$ cat config.mk
export PLATFORM = sky130hd
export DESIGN_NAME = alu8_unit
export DESIGN_NICKNAME = d
export VERILOG_FILES = /design/src/rtl/alu8_pkg.sv /design/src/rtl/alu8_addsub.sv /design/src/rtl/alu8_core.sv /design/src/rtl/alu8_unit.sv
export SDC_FILE = /design/constraint.sdc
export NUM_CORES = 1
export LEC_CHECK = 0
export BUFFER_PORTS_ARGS = -buffer_cell sky130_fd_sc_hd__buf_2
export CORE_MARGIN = 10
export CORE_UTILIZATION = 45
export DETAILED_ROUTE_END_ITERATION = 8
export PLACE_DENSITY_LB_ADDON = 0.3
export SLEW_MARGIN = 20
export SYNTH_ARGS = -nofsm -noshare
export SYNTH_HDL_FRONTEND = slang
export SYNTH_SLANG_ARGS = --single-unit
$ cat constraint.sdc
create_clock -name clk -period 8.6 [get_ports clk]
set_input_delay 1.72 -clock clk [delete_from_list [all_inputs] [get_ports clk]]
set_output_delay 1.72 -clock clk [all_outputs]
set_load 0.02 [all_outputs]
$ cat src/rtl/alu8_pkg.sv
package alu8_pkg;

    localparam int DW = 8;
    localparam int NW = DW / 2;
    localparam int OPW = 4;

    typedef enum logic [OPW-1:0] {
        OP_ADD = 4'd0,
        OP_SUB = 4'd1,
        OP_INC = 4'd2,
        OP_DEC = 4'd3,
        OP_AND = 4'd4,
        OP_OR  = 4'd5,
        OP_XOR = 4'd6,
        OP_CMP = 4'd7,
        OP_NOT = 4'd8,
        OP_ROL = 4'd9,
        OP_ROR = 4'd10
    } alu_op_e;

    typedef struct packed {
        logic sgn;
        logic zro;
        logic hcy;
        logic par;
        logic cy;
    } alu_flags_t;

    function automatic logic even_ones(input logic [DW-1:0] v);
        return ~(^v);
    endfunction

    function automatic logic [7:0] flags_to_byte(input alu_flags_t f);
        return {f.sgn, f.zro, 1'b0, f.hcy, 1'b0, f.par, 1'b0, f.cy};
    endfunction

endpackage

$ cat src/rtl/alu8_addsub.sv
module alu8_addsub
    import alu8_pkg::*;
(
    input  logic [DW-1:0] a,
    input  logic [DW-1:0] b,
    input  logic          cin,
    output logic [DW-1:0] sum,
    output logic          cout,
    output logic          hcout
);
    localparam int HW = DW - NW;

    logic [NW:0] lo;
    logic [HW:0] hi;

    assign lo    = {1'b0, a[NW-1:0]} + {1'b0, b[NW-1:0]} + {{NW{1'b0}}, cin};
    assign hi    = {1'b0, a[DW-1:NW]} + {1'b0, b[DW-1:NW]} + {{HW{1'b0}}, lo[NW]};
    assign sum   = {hi[HW-1:0], lo[NW-1:0]};
    assign cout  = hi[HW];
    assign hcout = lo[NW];
endmodule

$ cat src/rtl/alu8_core.sv
module alu8_core
    import alu8_pkg::*;
(
    input  alu_op_e       op,
    input  logic [DW-1:0] a,
    input  logic [DW-1:0] b,
    input  alu_flags_t    fin,
    output logic [DW-1:0] res,
    output alu_flags_t    fout,
    output logic          acc_we,
    output logic          flg_we
);
    logic [DW-1:0] add_b;
    logic          add_cin;
    logic [DW-1:0] sum;
    logic          cout;
    logic          hcout;
    logic          szp_upd;

    // operand shaping: subtraction as a + ~b + 1, decrement as a + all-ones
    always_comb begin
        add_b   = b;
        add_cin = 1'b0;
        case (op)
            OP_SUB, OP_CMP: begin add_b = ~b;          add_cin = 1'b1; end
            OP_INC:         begin add_b = '0;          add_cin = 1'b1; end
            OP_DEC:         begin add_b = '1;          add_cin = 1'b0; end
            default:        begin add_b = b;           add_cin = 1'b0; end
        endcase
    end

    alu8_addsub u_addsub (
        .a     (a),
        .b     (add_b),
        .cin   (add_cin),
        .sum   (sum),
        .cout  (cout),
        .hcout (hcout)
    );

    always_comb begin
        res     = a;
        fout    = fin;
        acc_we  = 1'b0;
        flg_we  = 1'b0;
        szp_upd = 1'b0;
        case (op)
            OP_ADD: begin
                res = sum; acc_we = 1'b1; flg_we = 1'b1; szp_upd = 1'b1;
                fout.cy = cout; fout.hcy = hcout;
            end
            OP_SUB, OP_CMP: begin
                res = sum; acc_we = (op == OP_SUB); flg_we = 1'b1; szp_upd = 1'b1;
                fout.cy = ~cout; fout.hcy = hcout;
            end
            OP_INC, OP_DEC: begin
                res = sum; acc_we = 1'b1; flg_we = 1'b1; szp_upd = 1'b1;
                fout.hcy = hcout;
            end
            OP_AND, OP_OR, OP_XOR: begin
                res = (op == OP_AND) ? (a & b) : (op == OP_OR) ? (a | b) : (a ^ b);
                acc_we = 1'b1; flg_we = 1'b1; szp_upd = 1'b1;
                fout.cy = 1'b0; fout.hcy = 1'b0;
            end
            OP_NOT: begin
                res = ~a; acc_we = 1'b1;
            end
            OP_ROL: begin
                res = {a[DW-2:0], a[DW-1]}; acc_we = 1'b1; flg_we = 1'b1;
                fout.cy = a[DW-1];
            end
            OP_ROR: begin
                res = {a[0], a[DW-1:1]}; acc_we = 1'b1; flg_we = 1'b1;
                fout.cy = a[0];
            end
            default: begin
                res = a;
            end
        endcase
        if (szp_upd) begin
            fout.sgn = res[DW-1];
            fout.zro = (res == '0);
            fout.par = even_ones(res);
        end
    end
endmodule

$ cat src/rtl/alu8_unit.sv
module alu8_unit
    import alu8_pkg::*;
(
    input  logic          clk,
    input  logic          rst,
    input  logic          acc_load,
    input  logic [DW-1:0] acc_din,
    input  logic          tmp_load,
    input  logic [DW-1:0] tmp_din,
    input  logic          op_valid,
    input  logic [OPW-1:0] op_sel,
    output logic [DW-1:0] acc_q,
    output logic [7:0]    flags_q
);
    logic [DW-1:0] acc_r;
    logic [DW-1:0] tmp_r;
    alu_flags_t    flg_r;
    alu_op_e       op;
    logic [DW-1:0] res;
    alu_flags_t    fnext;
    logic          acc_we;
    logic          flg_we;

    assign op = alu_op_e'(op_sel);

    alu8_core u_core (
        .op     (op),
        .a      (acc_r),
        .b      (tmp_r),
        .fin    (flg_r),
        .res    (res),
        .fout   (fnext),
        .acc_we (acc_we),
        .flg_we (flg_we)
    );

    always_ff @(posedge clk) begin
        if (rst) begin
            acc_r <= '0;
            tmp_r <= '0;
            flg_r <= '0;
        end else begin
            if (op_valid) begin
                if (acc_we) acc_r <= res;
                if (flg_we) flg_r <= fnext;
            end else if (acc_load) begin
                acc_r <= acc_din;
            end
            if (tmp_load) tmp_r <= tmp_din;
        end
    end

    assign acc_q   = acc_r;
    assign flags_q = flags_to_byte(flg_r);


    move_keeps_flags_chk: assert property (@(posedge clk) disable iff (rst)
        (!op_valid && acc_load) |=> (acc_q == $past(acc_din)) && $stable(flags_q));


    cmp_keeps_acc_chk: assert property (@(posedge clk) disable iff (rst)
        (op_valid && op_sel == 4'd7) |=> $stable(acc_q));


    incdec_keeps_cy_chk: assert property (@(posedge clk) disable iff (rst)
        (op_valid && (op_sel == 4'd2 || op_sel == 4'd3)) |=> (flags_q[0] == $past(flags_q[0])));


    logic_clears_cy_chk: assert property (@(posedge clk) disable iff (rst)
        (op_valid && op_sel >= 4'd4 && op_sel <= 4'd6) |=> (!flags_q[0] && !flags_q[4]));


    sz_track_acc_chk: assert property (@(posedge clk) disable iff (rst)
        (op_valid && op_sel <= 4'd6) |=> (flags_q[6] == (acc_q == '0)) && (flags_q[7] == acc_q[DW-1]));


    rol_cy_chk: assert property (@(posedge clk) disable iff (rst)
        (op_valid && op_sel == 4'd9) |=> (flags_q[0] == $past(acc_q[DW-1])) &&
                                         (acc_q == {$past(acc_q[DW-2:0]), $past(acc_q[DW-1])}));


    reserved_idle_chk: assert property (@(posedge clk) disable iff (rst)
        (op_valid && op_sel > 4'd10) |=> $stable(acc_q) && $stable(flags_q));
endmodule

=== After elaboration in Yosys (flattened, before gate mapping) ===
Index checks and enable logic that the tools add are counted.

* Add/sub/neg operators: 4
* Eq/ne operators: 11
* Muxes and demuxes: 13
* Bitwise gates (word level): 7
* Reduce and logical (&&, ||, !) cells: 17

{| class="wikitable"
|+ Operators with widths
! kind !! number
|-
| 8-bit two-way mux || 5
|-
| 8-bit one-hot mux with 5 select lines || 1
|-
| 8-bit one-hot mux with 3 select lines || 1
|-
| 4-bit by 3-bit == test with 1-bit output, second input constant || 4
|-
| 8-bit inverter || 2
|-
| 4-bit == test, second input constant || 3
|-
| 4-bit by 4-bit adder with 5-bit output || 2
|-
| 5-bit by 1-bit adder with 5-bit output || 2
|-
| 10-bit OR reduction || 1
|-
| 3-bit AND reduction || 3
|-
| 9-bit OR reduction || 1
|-
| 8-bit bitwise AND || 1
|-
| 4-bit by 2-bit == test with 1-bit output, second input constant || 2
|-
| 8-bit zero test || 1
|-
| 8-bit bitwise OR || 1
|-
| 8-bit OR reduction || 1
|-
| 8-bit XOR reduction || 1
|-
| 8-bit XOR || 1
|-
| 3-bit OR reduction || 2
|-
| 1-bit one-hot mux with 5 select lines || 1
|-
| 5-bit nonzero test || 1
|-
| 5-bit OR reduction || 1
|-
| 4-bit by 1-bit == test with 1-bit output, second input constant || 1
|-
| 4-bit zero test || 1
|-
| 7 further kinds || 12
|}

* Register bits: 21
* Bits of input ports: 25
* Output and inout port bits: 16
* Word-level logic and storage cells: 59

=== Longest topological paths before layout ===
* Depth after elaboration: 9
* Gate-level depth with buffers: 21
* Gate-level depth less buffers: 19

=== Hierarchy ===
A second synthesis with hierarchy kept.

* Cell total of the unflattened synthesis: 322
* Area total of the unflattened synthesis: 2,572.5 um^2

{| class="wikitable"
|+ By module, submodules not included
! module !! times used !! cells each !! area each (um^2) !! seq. area each (um^2)
|-
| alu8_core || 1 || 202 || 1,393.8 || 0.0
|-
| alu8_unit || 1 || 88 || 894.6 || 420.4
|-
| alu8_addsub || 1 || 32 || 284.0 || 0.0
|}

=== Least setup slack after synthesis ===
Ideal clock, no wire load.

* Kind: input port to flip-flop
* From: in op_sel[0]
* To: reg flg_r, in the netlist flags_q[2]
* Setup time: 70 ps
* Arrival time: 5,747 ps
* Required time: 8,530 ps
* Slack: 2,782 ps
* Stages: 21
* Path buffers: 3
* Cell sequence: buf_4 -> buf_2 -> and2_1 -> buf_2 -> a21oi_1 -> o22a_1 -> fa_1 -> fa_1 -> a21o_1 -> a21o_1 -> fa_1 -> fa_1 -> xor2_1 -> nand3b_1 -> nand4_1 -> o21ai_0 -> ha_1 -> xnor2_1 -> xnor2_1 -> nand2_1 -> a21oi_1

* Longest elaborated chain between the ends: 9
* Elaborated cells between the ends (all ways): 31
* Those cells by class: add/sub: 4; eq/ne: 10; mux: 7; bitwise: 1; reduce/logical: 9

{| class="wikitable"
|+ Ends and longest elaborated chain
! element !! RTL line !! source
|-
| start: declaration || alu8_unit.sv:11 || <nowiki>input logic [OPW-1:0] op_sel,</nowiki>
|-
| 4-bit by 3-bit == test with 1-bit output or 4-bit by 1-bit == test with 1-bit output (tied branches) || alu8_core.sv:24, alu8_core.sv:47 ||
|-
| 2-bit OR reduction || - ||
|-
| 8-bit one-hot mux with 3 select lines || alu8_core.sv:24 || <nowiki>case (op)</nowiki>
|-
| 4-bit by 4-bit adder with 5-bit output || alu8_addsub.sv:16 || <nowiki>assign lo = {1'b0, a[NW-1:0]} + {1'b0, b[NW-1:0]} + {{NW{1'b0}}, cin};</nowiki>
|-
| 5-bit by 1-bit adder with 5-bit output || alu8_addsub.sv:16 ||
|-
| 5-bit by 1-bit adder with 5-bit output || alu8_addsub.sv:17 || <nowiki>assign hi = {1'b0, a[DW-1:NW]} + {1'b0, b[DW-1:NW]} + {{HW{1'b0}}, lo[NW]};</nowiki>
|-
| 8-bit one-hot mux with 5 select lines || alu8_core.sv:47 || <nowiki>case (op)</nowiki>
|-
| 8-bit XOR reduction || alu8_pkg.sv:30 || <nowiki>return ~(^v);</nowiki>
|-
| 1-bit inverter || alu8_pkg.sv:30 ||
|-
| end signal: assignment || alu8_unit.sv:45 || <nowiki>if (flg_we) flg_r <= fnext;</nowiki>
|-
| end: declaration || alu8_unit.sv:17 || <nowiki>alu_flags_t flg_r;</nowiki>
|}

Parallel ways exist; a longest one is shown, timed or not.
A chain may end at the register's enable or synchronous reset.

=== Worst setup path in the final report ===
* From: in op_sel[1]
* To: reg flg_r, in the netlist flags_q[2]

The elaborated chain is that of the path after synthesis.

==> results.json <==
{
  "worstMarginPinSlew_ns": 0.760,
  "finish.net_count": 371,
  "synth_largest_area_cell": "dfxtp_1",
  "firstDrtPassIters": 4,
  "synthAdderAreaFrac_pct": 16.9,
  "status": "finished clean",
  "clockBufferDepth": 2,
  "hold_end": "flags_q[4]",
  "vias": 2240,
  "fmax_ghz": 0.161,
  "cts_resized": 0,
  "clock-sinks": 21,
  "reg2reg_to": "flags_q[2]",
  "insertion_delay_ns": 0.27,
  "placement_rows": 26,
  "drc": 0,
  "rsz0062_at_grt": "no",
  "ys_ff_latch": 21,
  "worst_path_dominant_cell_family": "adder cells",
  "synth_compound_area_share_pct": 30.0,
  "maxCapViolCount": 0,
  "htreeDepth": 1,
  "min_path_cells": 2,
  "worst-path-max-fanout": 39,
  "drt_wl_total_um": 6560,
  "slew_violations": 0,
  "synth-edff-count": 0,
  "crit_buf_inv": 1,
  "critPathKind": "primary input to flip-flop",
  "yosys_warnings": 0,
  "antenna_found_initial": 0,
  "syn_to_final_growth_pct": 7.81,
  "start_util_pct": 46.8,
  "ys_seq_area_share_pct": 17.5,
  "wire_per_inst_um": 17.0,
  "path_clk_slew_ns": 0.09,
  "cpMaxStageDelayCell": "buf_2",
  "finalCriticalPeriod_ns": 6.22,
  "worstSetupStartpointType": "primary input",
  "setup_slack_ns": 2.38,
  "post-cts-setup-buffers": 0,
  "timing.rr.start": "tmp_r[0]",
  "holdBufCountCts": 0,
  "fin_setup_tns_ns": 0,
  "cp.arrival_ns": 6.43,
  "synth.most_common_cell": "nor2_1",
  "synth_ff_type": "dfxtp_1",
  "fillers": 556,
  "grt_pass1_vias": 2206,
  "synth_top_area_share_pct": 17.5,
  "endpoint_kind": "flip-flop",
  "dp_hpwl_um": 4960,
  "die_w_um": 93.1,
  "cts_tree": "built",
  "syn_avg_cell_area_um2": 8.07,
  "slew_headroom_pct": 49.2,
  "synthTopCellsByCount": "nor2_1, ha_1, dfxtp_1",
  "gp_congestion": 0.878,
  "grt_usage_pct": 15.4,
  "synthMuxAreaShare_pct": 4.58,
  "die_area_mm2": 0.00866,
  "grt_max_degree": 40,
  "final_layout_size_suffix_gt1_share_pct": 16.2,
  "drtIter0Drc": 158,
  "port_buffers": 37,
  "worstPathCellList": "buf_2 -> xnor2_1 -> and2_1 -> a21oi_1 -> o22a_1 -> fa_1 -> fa_1 -> a21o_1 -> a21o_1 -> fa_1 -> fa_1 -> xor2_1 -> nand3b_1 -> nand4_1 -> o21ai_0 -> ha_1 -> xnor2_1 -> xnor2_1 -> nand2_1 -> a21oi_1",
  "slowest_delay_ns": 0.49,
  "synth_top_family_by_area": "compound AO/OA/AOI/OAI gates",
  "cts_root_buf": "clkbuf_8",
  "io_pins": 41,
  "grt.overflow.total": 0,
  "ys_top_cells_by_area": "dfxtp_1, ha_1, nand2b_1",
  "yosys.area_share.simple_pct": 19.3,
  "hold_violations": 0,
  "hold_path_class": "flip-flop to flip-flop",
  "yosys.area_share.xor_xnor_pct": 2.92,
  "worstHoldStart": "flags_q[4]",
  "period_share_pct": 72.4,
  "grt_pass1_wl_um": 11100,
  "rrSetupSlack_ns": 4.46,
  "synthCells": 298,
  "vias_per_cell": 5.82,
  "synth.distinct_cells": 53,
  "cp.required_ns": 8.80,
  "async_flop_share_pct": 0,
  "antennaDiodeCount": 0,
  "r2r.worst_path.cells": 17,
  "setup_viol": 0,
  "final.setup_skew_ns": 0.00455,
  "fp.coreArea_mm2": 0.00514,
  "peakVddDrop_mv": 0.0665,
  "syn_area_mm2": 0.00240,
  "die_h_um": 93.1,
  "crit_path_frequent_cell": "fa_1",
  "dp_slack_ns": 2.12,
  "p_per_area_mw_per_mm2": 132,
  "p_leak_nw": 1.13,
  "numCtsBuffers": 3,
  "detail-route-antenna-nets": 0
}
layout by cell type (no fill, tap or decap), types with 7 or more instances in the layout:
| cell type | n |
|---|---|
| o211ai_1 | 9 |
| buf_2 | 37 |
| o21ai_0 | 20 |
| a21oi_1 | 19 |
| o2111ai_1 | 7 |
| inv_1 | 16 |
| dfxtp_1 | 21 |
| ha_1 | 26 |
| nand2b_1 | 18 |
| nor2_1 | 27 |
| o22a_1 | 8 |
| mux2i_1 | 11 |
through the flow:
step | power (mW) | utilization [%] | hold WS, ns | instances | instance area [µm²]
6_report | 0.343 | 50.4 | 0.457 | 385 | 2590
3_3_place_gp | 0.271 | 49.5 | 0.442 | 381 | 2540
5_1_grt | 0.369 | 50.4 | 0.505 | 385 | 2590
4_1_cts | 0.344 | 50.4 | 0.466 | 385 | 2590
3_5_place_dp | 0.274 | 49.5 | 0.449 | 381 | 2540
2_1_floorplan | 0.235 | - | 0.530 | 300 | 2410
area by class of cell:
cell class	count	area (µm²)	share of cell area (%)
tap	70	87.6	3.38
multi-input combinational	235	1780	68.8
clock inverter	1	5.00	0.193
sequential	21	420	16.2
clock buffer	3	41.3	1.59
inverter	18	70.1	2.70
timing repair buffer	37	185	7.15
tightest hold or removal path: cells and delay by family, from the launching register on:
kind               cells  cell delay, ns
DFF                    1            0.32
and+or+nand+nor        1            0.05
AOI/OAI and AO/OA      1            0.05
sequential cells by signal, indices dropped and copies added, names as in the netlist:
signal   count
acc_q        8
tmp_r        8
flags_q      5
how the worst max path moves through the flow:
stage | startpoint | endpoint | slack (ns) | cells after the start
after floorplan | op_sel[0] | flags_q[2] | 2.78 | 21
after global placement | op_sel[1] | flags_q[2] | 2.27 | 20
after detailed placement | op_sel[1] | flags_q[2] | 2.12 | 20
after CTS | op_sel[1] | flags_q[2] | 2.39 | 20
after global routing | op_sel[1] | flags_q[2] | 1.97 | 20
final | op_sel[1] | flags_q[2] | 2.38 | 20
layer usage:
metal	GRT usage, %	vias up	share of wire (%)
met5	0	-	0
met4	4.88	0	1.7
met2	25.6	62	47
met1	19.9	1051	46
li1	-	1119	-
met3	2.08	8	5.6
cells by family (layout without fill, tap and decap cells):
group / after synthesis / count (layout)
and+or+nand+nor: 83 / 83
other: 1 / 3
adders and majority gates: 30 / 30
AOI/OAI and AO/OA: 100 / 100
xor gates and xnor gates: 8 / 8
muxes: 11 / 11
buffers and inverters: 44 / 59
DFF: 21 / 21
power breakdown:
group | internal, mW | switching (mW) | leakage, nW | total [mW]
clock | 0.0325 | 0.0376 | 0.0255 | 0.0701
sequential | 0.106 | 0.0178 | 0.173 | 0.123
combinational | 0.0649 | 0.0845 | 0.932 | 0.149
total | 0.203 | 0.140 | 1.13 | 0.343
Note: power is estimated with default switching activity, not from simulation.
